[config.mk]
export PLATFORM = sky130hd
export DESIGN_NAME = rx_err_fifo
export DESIGN_NICKNAME = d
export VERILOG_FILES = /design/src/rtl/rxef_pkg.sv /design/src/rtl/rxef_store.sv /design/src/rtl/rxef_irq_fsm.sv /design/src/rtl/rx_err_fifo.sv
export SDC_FILE = /design/constraint.sdc
export NUM_CORES = 2
export LEC_CHECK = 0
export ABC_AREA = 1
export BUFFER_PORTS_ARGS = -buffer_cell sky130_fd_sc_hd__buf_2
export CAP_MARGIN = 10
export CORE_MARGIN = 1
export CORE_UTILIZATION = 40
export CTS_BUF_LIST = sky130_fd_sc_hd__clkbuf_4 sky130_fd_sc_hd__clkbuf_8
export CTS_CLUSTER_SIZE = 30
export DETAILED_ROUTE_END_ITERATION = 10
export SETUP_SLACK_MARGIN = 0.4
export SLEW_MARGIN = 20
export SYNTH_ARGS = -nofsm -noshare
export SYNTH_HDL_FRONTEND = slang
export SYNTH_SLANG_ARGS = --single-unit
[constraint.sdc]
create_clock -name clk -period 8.8 [get_ports clk]
set_clock_uncertainty 0.1 [all_clocks]
set_input_delay 0.88 -clock clk [delete_from_list [all_inputs] [get_ports clk]]
set_output_delay 0.88 -clock clk [all_outputs]
set_load 0.02 [all_outputs]
[src/rtl/rxef_pkg.sv]
package rxef_pkg;

    typedef struct packed {
        logic brk;
        logic par;
        logic frm;
    } rx_tag_t;

    typedef enum logic [1:0] {
        ST_NONE,
        ST_DATA,
        ST_LINE
    } irq_state_e;

    localparam logic [2:0] IIR_NONE = 3'b001;
    localparam logic [2:0] IIR_DATA = 3'b100;
    localparam logic [2:0] IIR_LINE = 3'b110;

endpackage

[src/rtl/rxef_store.sv]
module rxef_store
    import rxef_pkg::*;
#(
    parameter int DEPTH = 64,   // power of two
    parameter int DW    = 8
) (
    input  logic          clk,
    input  logic          rst,
    input  logic          wr_vld,
    input  logic [DW-1:0] wr_data,
    input  rx_tag_t       wr_tag,
    input  logic          pop,
    output logic [DW-1:0] rd_data,
    output rx_tag_t       head_tag,
    output rx_tag_t       head_tag_nxt,
    output rx_tag_t       oldest_tag,
    output logic          empty,
    output logic          ovf_hit,
    output logic          nonempty_nxt,
    output logic          tag_live,
    output logic          tag_live_nxt
);

    localparam int AW = $clog2(DEPTH);
    localparam int CW = AW + 1;

    logic [DW-1:0] dmem [DEPTH];
    rx_tag_t       tmem [DEPTH];
    logic [AW-1:0] rd_q, wr_q, rd_d;
    logic [CW-1:0] cnt_q, cnt_d, tcnt_q, tcnt_d, remain;
    logic          full, wr_acc, pop_acc, wr_tagged, pop_tagged, found;

    assign full       = (cnt_q == CW'(DEPTH));
    assign empty      = (cnt_q == '0);
    assign wr_acc     = wr_vld && !full;
    assign pop_acc    = pop && !empty;
    assign ovf_hit    = wr_vld && full;
    assign head_tag   = tmem[rd_q];
    assign rd_data    = dmem[rd_q];
    assign wr_tagged  = wr_acc && (wr_tag != '0);
    assign pop_tagged = pop_acc && (head_tag != '0);

    assign cnt_d  = cnt_q + CW'(wr_acc) - CW'(pop_acc);
    assign tcnt_d = tcnt_q + CW'(wr_tagged) - CW'(pop_tagged);
    assign rd_d   = rd_q + AW'(pop_acc);
    assign remain = cnt_q - CW'(pop_acc);

    assign nonempty_nxt = (cnt_d != '0);
    assign tag_live     = (tcnt_q != '0);
    assign tag_live_nxt = (tcnt_d != '0);

    // Tags of the head entry as it will be after this edge
    always_comb begin
        if (remain == '0)
            head_tag_nxt = wr_acc ? wr_tag : '0;
        else
            head_tag_nxt = tmem[rd_d];
    end

    // Oldest stored entry that carries any tag
    always_comb begin
        oldest_tag = '0;
        found      = 1'b0;
        for (int i = 0; i < DEPTH; i++) begin
            if (!found && (CW'(i) < cnt_q) && (tmem[rd_q + AW'(i)] != '0)) begin
                oldest_tag = tmem[rd_q + AW'(i)];
                found      = 1'b1;
            end
        end
    end

    always_ff @(posedge clk) begin
        if (wr_acc) begin
            dmem[wr_q] <= wr_data;
            tmem[wr_q] <= wr_tag;
        end
    end

    always_ff @(posedge clk) begin
        if (rst) begin
            rd_q   <= '0;
            wr_q   <= '0;
            cnt_q  <= '0;
            tcnt_q <= '0;
        end else begin
            rd_q   <= rd_d;
            wr_q   <= wr_q + AW'(wr_acc);
            cnt_q  <= cnt_d;
            tcnt_q <= tcnt_d;
        end
    end

    p_no_overflow_r10: assert property (@(posedge clk) disable iff (rst)
        cnt_q <= CW'(DEPTH));

    p_pop_empty_r11: assert property (@(posedge clk) disable iff (rst)
        (empty && pop && !wr_vld) |=> (cnt_q == '0));

    p_tag_bound_r5: assert property (@(posedge clk) disable iff (rst)
        tcnt_q <= cnt_q);

endmodule

[src/rtl/rxef_irq_fsm.sv]
module rxef_irq_fsm
    import rxef_pkg::*;
(
    input  logic       clk,
    input  logic       rst,
    input  logic       line_nxt,
    input  logic       data_nxt,
    output logic       irq,
    output logic [2:0] iir
);

    irq_state_e state_q, state_d;

    // Line status outranks data-available
    always_comb begin
        unique case (state_q)
            ST_NONE: state_d = line_nxt ? ST_LINE : (data_nxt ? ST_DATA : ST_NONE);
            ST_DATA: state_d = line_nxt ? ST_LINE : (data_nxt ? ST_DATA : ST_NONE);
            ST_LINE: state_d = line_nxt ? ST_LINE : (data_nxt ? ST_DATA : ST_NONE);
            default: state_d = ST_NONE;
        endcase
    end

    always_ff @(posedge clk) begin
        if (rst) state_q <= ST_NONE;
        else     state_q <= state_d;
    end

    always_comb begin
        unique case (state_q)
            ST_LINE: begin irq = 1'b1; iir = IIR_LINE; end
            ST_DATA: begin irq = 1'b1; iir = IIR_DATA; end
            ST_NONE: begin irq = 1'b0; iir = IIR_NONE; end
            default: begin irq = 1'b0; iir = IIR_NONE; end
        endcase
    end

    p_line_prio_r8: assert property (@(posedge clk) disable iff (rst)
        line_nxt |=> (iir == IIR_LINE));

    p_data_code_r9: assert property (@(posedge clk) disable iff (rst)
        (data_nxt && !line_nxt) |=> (iir == IIR_DATA));

endmodule

[src/rtl/rx_err_fifo.sv]
module rx_err_fifo
    import rxef_pkg::*;
#(
    parameter int DEPTH = 64,
    parameter int DW    = 8
) (
    input  logic          clk,
    input  logic          rst,
    input  logic          rx_vld,
    input  logic [DW-1:0] rx_byte,
    input  logic          rx_frm,
    input  logic          rx_par,
    input  logic          rx_brk,
    input  logic          dma_mode,
    input  logic          fifo_pop,
    input  logic          lsr_read,
    output logic [DW-1:0] head_byte,
    output logic          head_valid,
    output logic          irq,
    output logic [2:0]    iir,
    output logic [2:0]    lsr_err,
    output logic          lsr_ovr
);

    rx_tag_t in_tag, head_tag, head_tag_nxt, oldest_tag, shown_tag;
    logic    empty, ovf_hit, nonempty_nxt, tag_live, tag_live_nxt;
    logic    dma_q, ovr_q, ovr_d, line_nxt, data_nxt;

    assign in_tag = '{brk: rx_brk, par: rx_par, frm: rx_frm};

    rxef_store #(.DEPTH(DEPTH), .DW(DW)) u_store (
        .clk          (clk),
        .rst          (rst),
        .wr_vld       (rx_vld),
        .wr_data      (rx_byte),
        .wr_tag       (in_tag),
        .pop          (fifo_pop),
        .rd_data      (head_byte),
        .head_tag     (head_tag),
        .head_tag_nxt (head_tag_nxt),
        .oldest_tag   (oldest_tag),
        .empty        (empty),
        .ovf_hit      (ovf_hit),
        .nonempty_nxt (nonempty_nxt),
        .tag_live     (tag_live),
        .tag_live_nxt (tag_live_nxt)
    );

    // Overrun: a set on this edge wins over a clear by a read
    assign ovr_d = ovf_hit ? 1'b1 : (lsr_read ? 1'b0 : ovr_q);

    always_ff @(posedge clk) begin
        if (rst) begin
            ovr_q <= 1'b0;
            dma_q <= 1'b0;
        end else begin
            ovr_q <= ovr_d;
            dma_q <= dma_mode;
        end
    end

    // Conditions as they will stand after this edge
    assign line_nxt = ovr_d | (dma_mode ? tag_live_nxt : (head_tag_nxt != '0));
    assign data_nxt = !dma_mode && nonempty_nxt;

    rxef_irq_fsm u_fsm (
        .clk      (clk),
        .rst      (rst),
        .line_nxt (line_nxt),
        .data_nxt (data_nxt),
        .irq      (irq),
        .iir      (iir)
    );

    assign head_valid = !empty;
    assign shown_tag  = dma_q ? oldest_tag : (empty ? '0 : head_tag);
    assign lsr_err    = shown_tag;
    assign lsr_ovr    = ovr_q;

    p_head_tag_r3: assert property (@(posedge clk) disable iff (rst)
        (!dma_q && head_valid && (head_tag != '0)) |-> (iir == IIR_LINE));

    p_dma_hold_r5: assert property (@(posedge clk) disable iff (rst)
        (dma_q && tag_live) |-> (irq && iir == IIR_LINE));

    p_ovr_line_r10: assert property (@(posedge clk) disable iff (rst)
        ovr_q |-> (iir == IIR_LINE));

    p_pend_agree_r6: assert property (@(posedge clk) disable iff (rst)
        irq == !iir[0]);

endmodule

Word-level counts from Yosys, hierarchy flattened
Memory sizes are Yosys's and may differ from the RTL's. A register that Yosys moved wholly into a read port is not among the register bits.
Cells that the tools add are included.
- RAM bits: 704
- input bits: 17
- output and inout bits: 17
- memories: 2
- logic and storage cells: 565
- flip-flop bits (word level): 30
- memory list (memory ; words ; width ; read ports ; clocked after Yosys merged registers in ; wr ports ; RTL line ; RTL):
    u_store.dmem ; 64 ; 8 ; 1 ; 1 ; 1 ; rxef_store.sv:27 ; logic [DW-1:0] dmem [DEPTH];
    u_store.tmem ; 64 ; 3 ; 65 ; 1 ; 1 ; rxef_store.sv:28 ; rx_tag_t tmem [DEPTH];
- $lt $le $gt $ge: 64
- add/subtract/negate cells: 70
- eq/ne operators: 3
- bitwise gates (word level): 2
- mux-type cells: 142
- reduce and logical (&&, ||, !) cells: 274
- operators with widths (operator ; count):
    $lt 6x7->1 const A ; 32
    $mux 3 ; 68
    $reduce_bool 3->1 ; 66
    $add 6x6->6 const B ; 32
    $logic_and 1x1->1 ; 133
    $lt 5x7->1 const A ; 16
    $add 6x5->6 const B ; 16
    $mux 1 ; 70
    $logic_not 1->1 ; 66
    $lt 4x7->1 const A ; 8
    $add 6x4->6 const B ; 8
    $lt 3x7->1 const A ; 4
    $add 6x3->6 const B ; 4
    $sub 7x1->7 ; 3
    $add 7x1->7 ; 2
    $logic_not 7->1 ; 2
    $lt 1x7->1 const A ; 2
    $lt 2x7->1 const A ; 2
    $reduce_bool 7->1 ; 2
    $add 6x1->6 ; 2
    $add 6x2->6 const B ; 2
    $mux 6 ; 2
    $eq 7x7->1 const B ; 1
    $add 6x1->6 const B ; 1
    9 further kinds ; 11

Longest topological paths before layout
- depth in word-level cells: 256
- gate-level depth with buffers: 70

Modules after synthesis
A second synthesis with hierarchy kept.
- cell total of the unflattened synthesis: 6109
- area total of the unflattened synthesis: 48099.9 um^2
- modules (own cells, without submodules) (module ; area each (um^2) ; cells each ; times used ; sequential area each (um^2)):
    rxef_store ; 47855.9 ; 6068 ; 1 ; 21660.8
    rx_err_fifo ; 137.6 ; 27 ; 1 ; 40.0
    rxef_irq_fsm ; 106.4 ; 14 ; 1 ; 40.0

Least setup slack after synthesis
Ideal clock, no wire load.
- kind: register -> output
- start: register u_store.rd_q[0]
- end: output port lsr_err[2]
- required time: 7.820 ns
- path slack: 0.179 ns
- cell stages (with the launch flop): 56
- arrival: 7.641 ns
- cell sequence: dfxtp_1 > inv_2 > buf_6 > clkbuf_1 > clkbuf_1 > clkbuf_1 > clkbuf_1 > ha_1 > inv_2 > buf_2 > buf_2 > buf_2 > nand3_1 > nand3_1 > nand3_1 > nand3_1 > nand3_1 > nand2_1 > [20 not listed] > o2111ai_2 > nor2_2 > nand4_2 > nor2_4 > nand4_4 > nor2_4 > nand4_2 > nor2_4 > nand4_4 > nor3_4 > nand3_2 > nor2_1 > nand2_1 > nor2_1 > nor2_1 > nand3_1 > nand2_1 > nand2_1
- longest elaborated chain between the ends: 254
- elaborated cells between the ends (all ways): 440
- ends and longest elaborated chain (element ; RTL line ; RTL):
    start: declaration ; rxef_store.sv:29 ; logic [AW-1:0] rd_q, wr_q, rd_d;
    start signal: assignment ; rxef_store.sv:86 ; rd_q <= rd_d;
    $add 6x1->6 ; rxef_store.sv:65, rxef_store.sv:66 ;
    $mem_v2 64x3 (*) ; n/a ;
    $reduce_bool 3->1 ; rxef_store.sv:65 ; if (!found && (CW'(i) < cnt_q) && (tmem[rd_q + AW'(i)] != '0)) begin
    $logic_and 1x1->1 ; rxef_store.sv:65 ;
    $mux 1 ; rxef_store.sv:65 ;
    $logic_not 1->1 ; rxef_store.sv:65 ;
    $logic_and 1x1->1 (2 in series) ; rxef_store.sv:65 ;
    $mux 1 ; rxef_store.sv:65 ;
    [235 not listed] ; n/a ;
    $mux 1 ; rxef_store.sv:65 ;
    $logic_not 1->1 ; rxef_store.sv:65 ;
    $logic_and 1x1->1 (2 in series) ; rxef_store.sv:65 ;
    $mux 1 ; rxef_store.sv:65 ;
    $logic_not 1->1 ; rxef_store.sv:65 ;
    $logic_and 1x1->1 (2 in series) ; rxef_store.sv:65 ;
    $mux 3 (*) ; rxef_store.sv:65 ;
    $mux 3 (*) ; rx_err_fifo.sv:76 ; assign shown_tag = dma_q ? oldest_tag : (empty ? '0 : head_tag);
    end: declaration ; rx_err_fifo.sv:21 ; output logic [2:0] lsr_err,
Every way passes the cells marked *; elsewhere a longest branch is shown, timed or not.

Worst setup path in the final report
- start: register u_store.rd_q[1]
- end: output port lsr_err[2]
The elaborated chain is that of the path after synthesis.

==> flow_summary.yaml <==
status:
  status: "finished, violations left"
  violations: "negative setup slack"
die:
  rows: 126
  die_x_um: 348
  io_pins: 34
  die_y_um: 348
  coreArea_mm2: 0.118
  start_util_pct: 40.4
  die_area_mm2: 0.121
setup_path:
  slowest_delay_ps: 420
  cpMostUsedCell: "nand2_1"
  slowest_stage: "dfxtp_4"
  critPathRequiredTime_ps: 7820
  start_kind: "flip-flop"
  cp_max_fo: 8
  crit_arrival_ps: 8140
  crit_type: "reg -> out"
  end_kind: "primary output"
routing:
  drt_iter0_drc: 6290
  wl_um: 226000
  via_per_inst: 6.05
  wl_per_cell_um: 28.4
  vias: 48100
  ant_nets: 0
  drc: 0
  dr.pass1.iters: 7
logic_synthesis:
  async_flop_share_pct: 0
  synth-seq-area-share_pct: 45.5
  yosysWarningCount: 0
  synth-seq-cells: 734
  synth_edf_count: 704
  syn_inst: 6053
  synth_area_per_cell_um2: 7.89
  netlist_area_mm2: 0.0478
  synth_ff_type: "edfxtp_1"
  synth_nets: 6122
  synth_cell_type_count: 69
clock_tree:
  clkLatencyLatePin_ps: 810
  cts_buffer_depth: 3
  clockRootBuffer: "clkbuf_8"
  cts-buffers-inserted: 114
  h-tree-depth: 3
  cts_sinks: 734
  clkTransAtPathRegs_ps: 90
  hold_buffers: 0
  cts_tree: "yes"
timing:
  fmax_mhz: 110
  fin_hold_ws_ps: 271
  setup_slack_ps: -321
  relSlewSlack_pct: 16.2
  max_slew.worst_pin.slew_ps: 1240
  period_needed_ps: 9120
  maxSlewViolCount: 0
  setup_viol: 3
  hold_viol_final: 0
  fin_crit_sh_pct: 104
  rsz0062_at_grt: "true"
placed_design:
  numPortBuffers: 33
  place.gp.congestion: 1.21
  hpwl_um: 169000
  placement.cell_area_mm2: 0.0514
  place_ws_ps: 319
grt:
  grt_max_degree: 117
  grt_util_all_layers_pct: 36.4
  grt_first_pass_wirelength_um: 317000
  grt_pass1_vias: 43700
  antenna_found_initial: 9
  grt_overflow: 0
power_and_ir_drop:
  power.density_mw_per_mm2: 378
  ir_drop_v: 0.000187
  p_leak_nw: 22.2
finish:
  design_area_mm2: 0.0555
  nFillCells: 11700
  nets: 6385
  finish.utilization_pct: 46.9
  area_growth_syn_to_layout_pct: 16.2
  drive_above_1_share_pct: 14.6
hold_path:
  hp-class: "in -> reg"
flow_run:
  max_cap_viol_count: 0
flip-flops by register name, indices dropped and copies added, names as in the netlist:
signal,cells
dma_q,1
lsr_ovr,1
u_fsm.state_q,2
u_store.cnt_q,7
u_store.dmem,512
u_store.rd_q,6
u_store.tcnt_q,7
u_store.tmem,192
u_store.wr_q,6
layer usage:
| metal | GRT usage, % | part of all wire [%] |
|---|---|---|
| met1 | 48.4 | 40 |
| met2 | 56.4 | 44 |
| met3 | 5.49 | 8.8 |
| met4 | 21.1 | 6.8 |
| met5 | 0 | 0.011 |
per-stage QoR:
step                      cells  power, W  setup TNS, ps
after floorplan            6053    0.0110              0
after global placement     7654    0.0168              0
after detailed placement   7655    0.0168              0
after CTS                  7935    0.0204           -558
after global routing       7953    0.0219          -2170
final                      7955    0.0210           -862
synthesized netlist by cell type (all sizes together) (34+ instances only):
cell type	n	share of area, %
a21boi	35	0.56
a21oi	102	1.1
a31oi	71	0.93
buf	140	1.8
clkbuf	204	1.6
edfxtp	704	44
ha	50	1.3
inv	422	3.3
mux2i	34	0.71
nand2	1259	9.9
nand3	1090	11
nand4	105	1.7
nor2	674	5.6
o211ai	69	1.1
o21ai	699	7.3
o221ai	95	1.7
o22ai	49	0.64
xor2	44	0.93
worst paths after layout:
| kind | cells past startpoint | startpoint | slack [ps] | to |
|---|---|---|---|---|
| max reg2reg | 22 | u_store.cnt_q[2] | 2840 | u_fsm.state_q[1] |
| max | 57 | u_store.rd_q[1] | -320 | lsr_err[2] |
| min | 3 | dma_mode | 270 | dma_q |
| min reg2reg | 2 | lsr_ovr | 410 | lsr_ovr |
layout by cell type, fill, tap and decap left out, types with 95 or more instances in the layout:
master / Yosys / final
inv_1: 387 / 383
nand3_1: 1088 / 1040
o221ai_1: 95 / 95
clkbuf_8: 0 / 117
nor2_1: 654 / 614
edfxtp_1: 704 / 704
o21ai_0: 631 / 626
a21oi_1: 101 / 100
nand2_1: 1253 / 1241
buf_4: 19 / 403
worst max-delay path, delay by kind of cell (launching register included):
kind                       cells  cell delay, ps
AOI/OAI and AO/OA              5             710
adders and majority gates      1             390
buffers and inverters         10            1360
DFF                            1             420
muxes                          1             350
and+or+nand+nor               40            4090
layout make-up:
class / instances / area, um2 / share of cell area [%]
clock inverters: 49 / 302 / 0.543
flip-flops and latches: 734 / 21800 / 39.2
diodes: 4 / 10.0 / 0.0180
multi-input cells: 4547 / 23500 / 42.4
clock buffers: 166 / 1980 / 3.56
well taps: 1536 / 1920 / 3.46
repair buffers: 491 / 4370 / 7.88
inverters: 428 / 1660 / 2.98
cell families after synthesis:
group           Yosys count  share of synthesized area (%)
simple gates           3192                           29.5
compound gates         1216                           15.1
buf+inv                 772                           6.73
flops                   734                           45.5
xor+xnor                 53                           1.14
fa+ha+maj                52                           1.39
mux                      34                          0.712
report_power, final:
part | internal (W) | leakage, nW | total [W] | switching [W]
clock | 0.00146 | 1.22 | 0.00286 | 0.00139
combinational | 0.00415 | 14.4 | 0.0142 | 0.0100
sequential | 0.00389 | 6.58 | 0.00395 | 0.0000577
timing repair:
| item | in CTS | in global routing |
|---|---|---|
| endpoints found under the setup margin | 3 | 3 |
| setup buffers | 54 | 12 |
| gates cloned | 11 | 4 |
| pin swaps | 11 | 4 |
| resized for setup | 128 | 48 |
(Power assumes the default switching activity.)
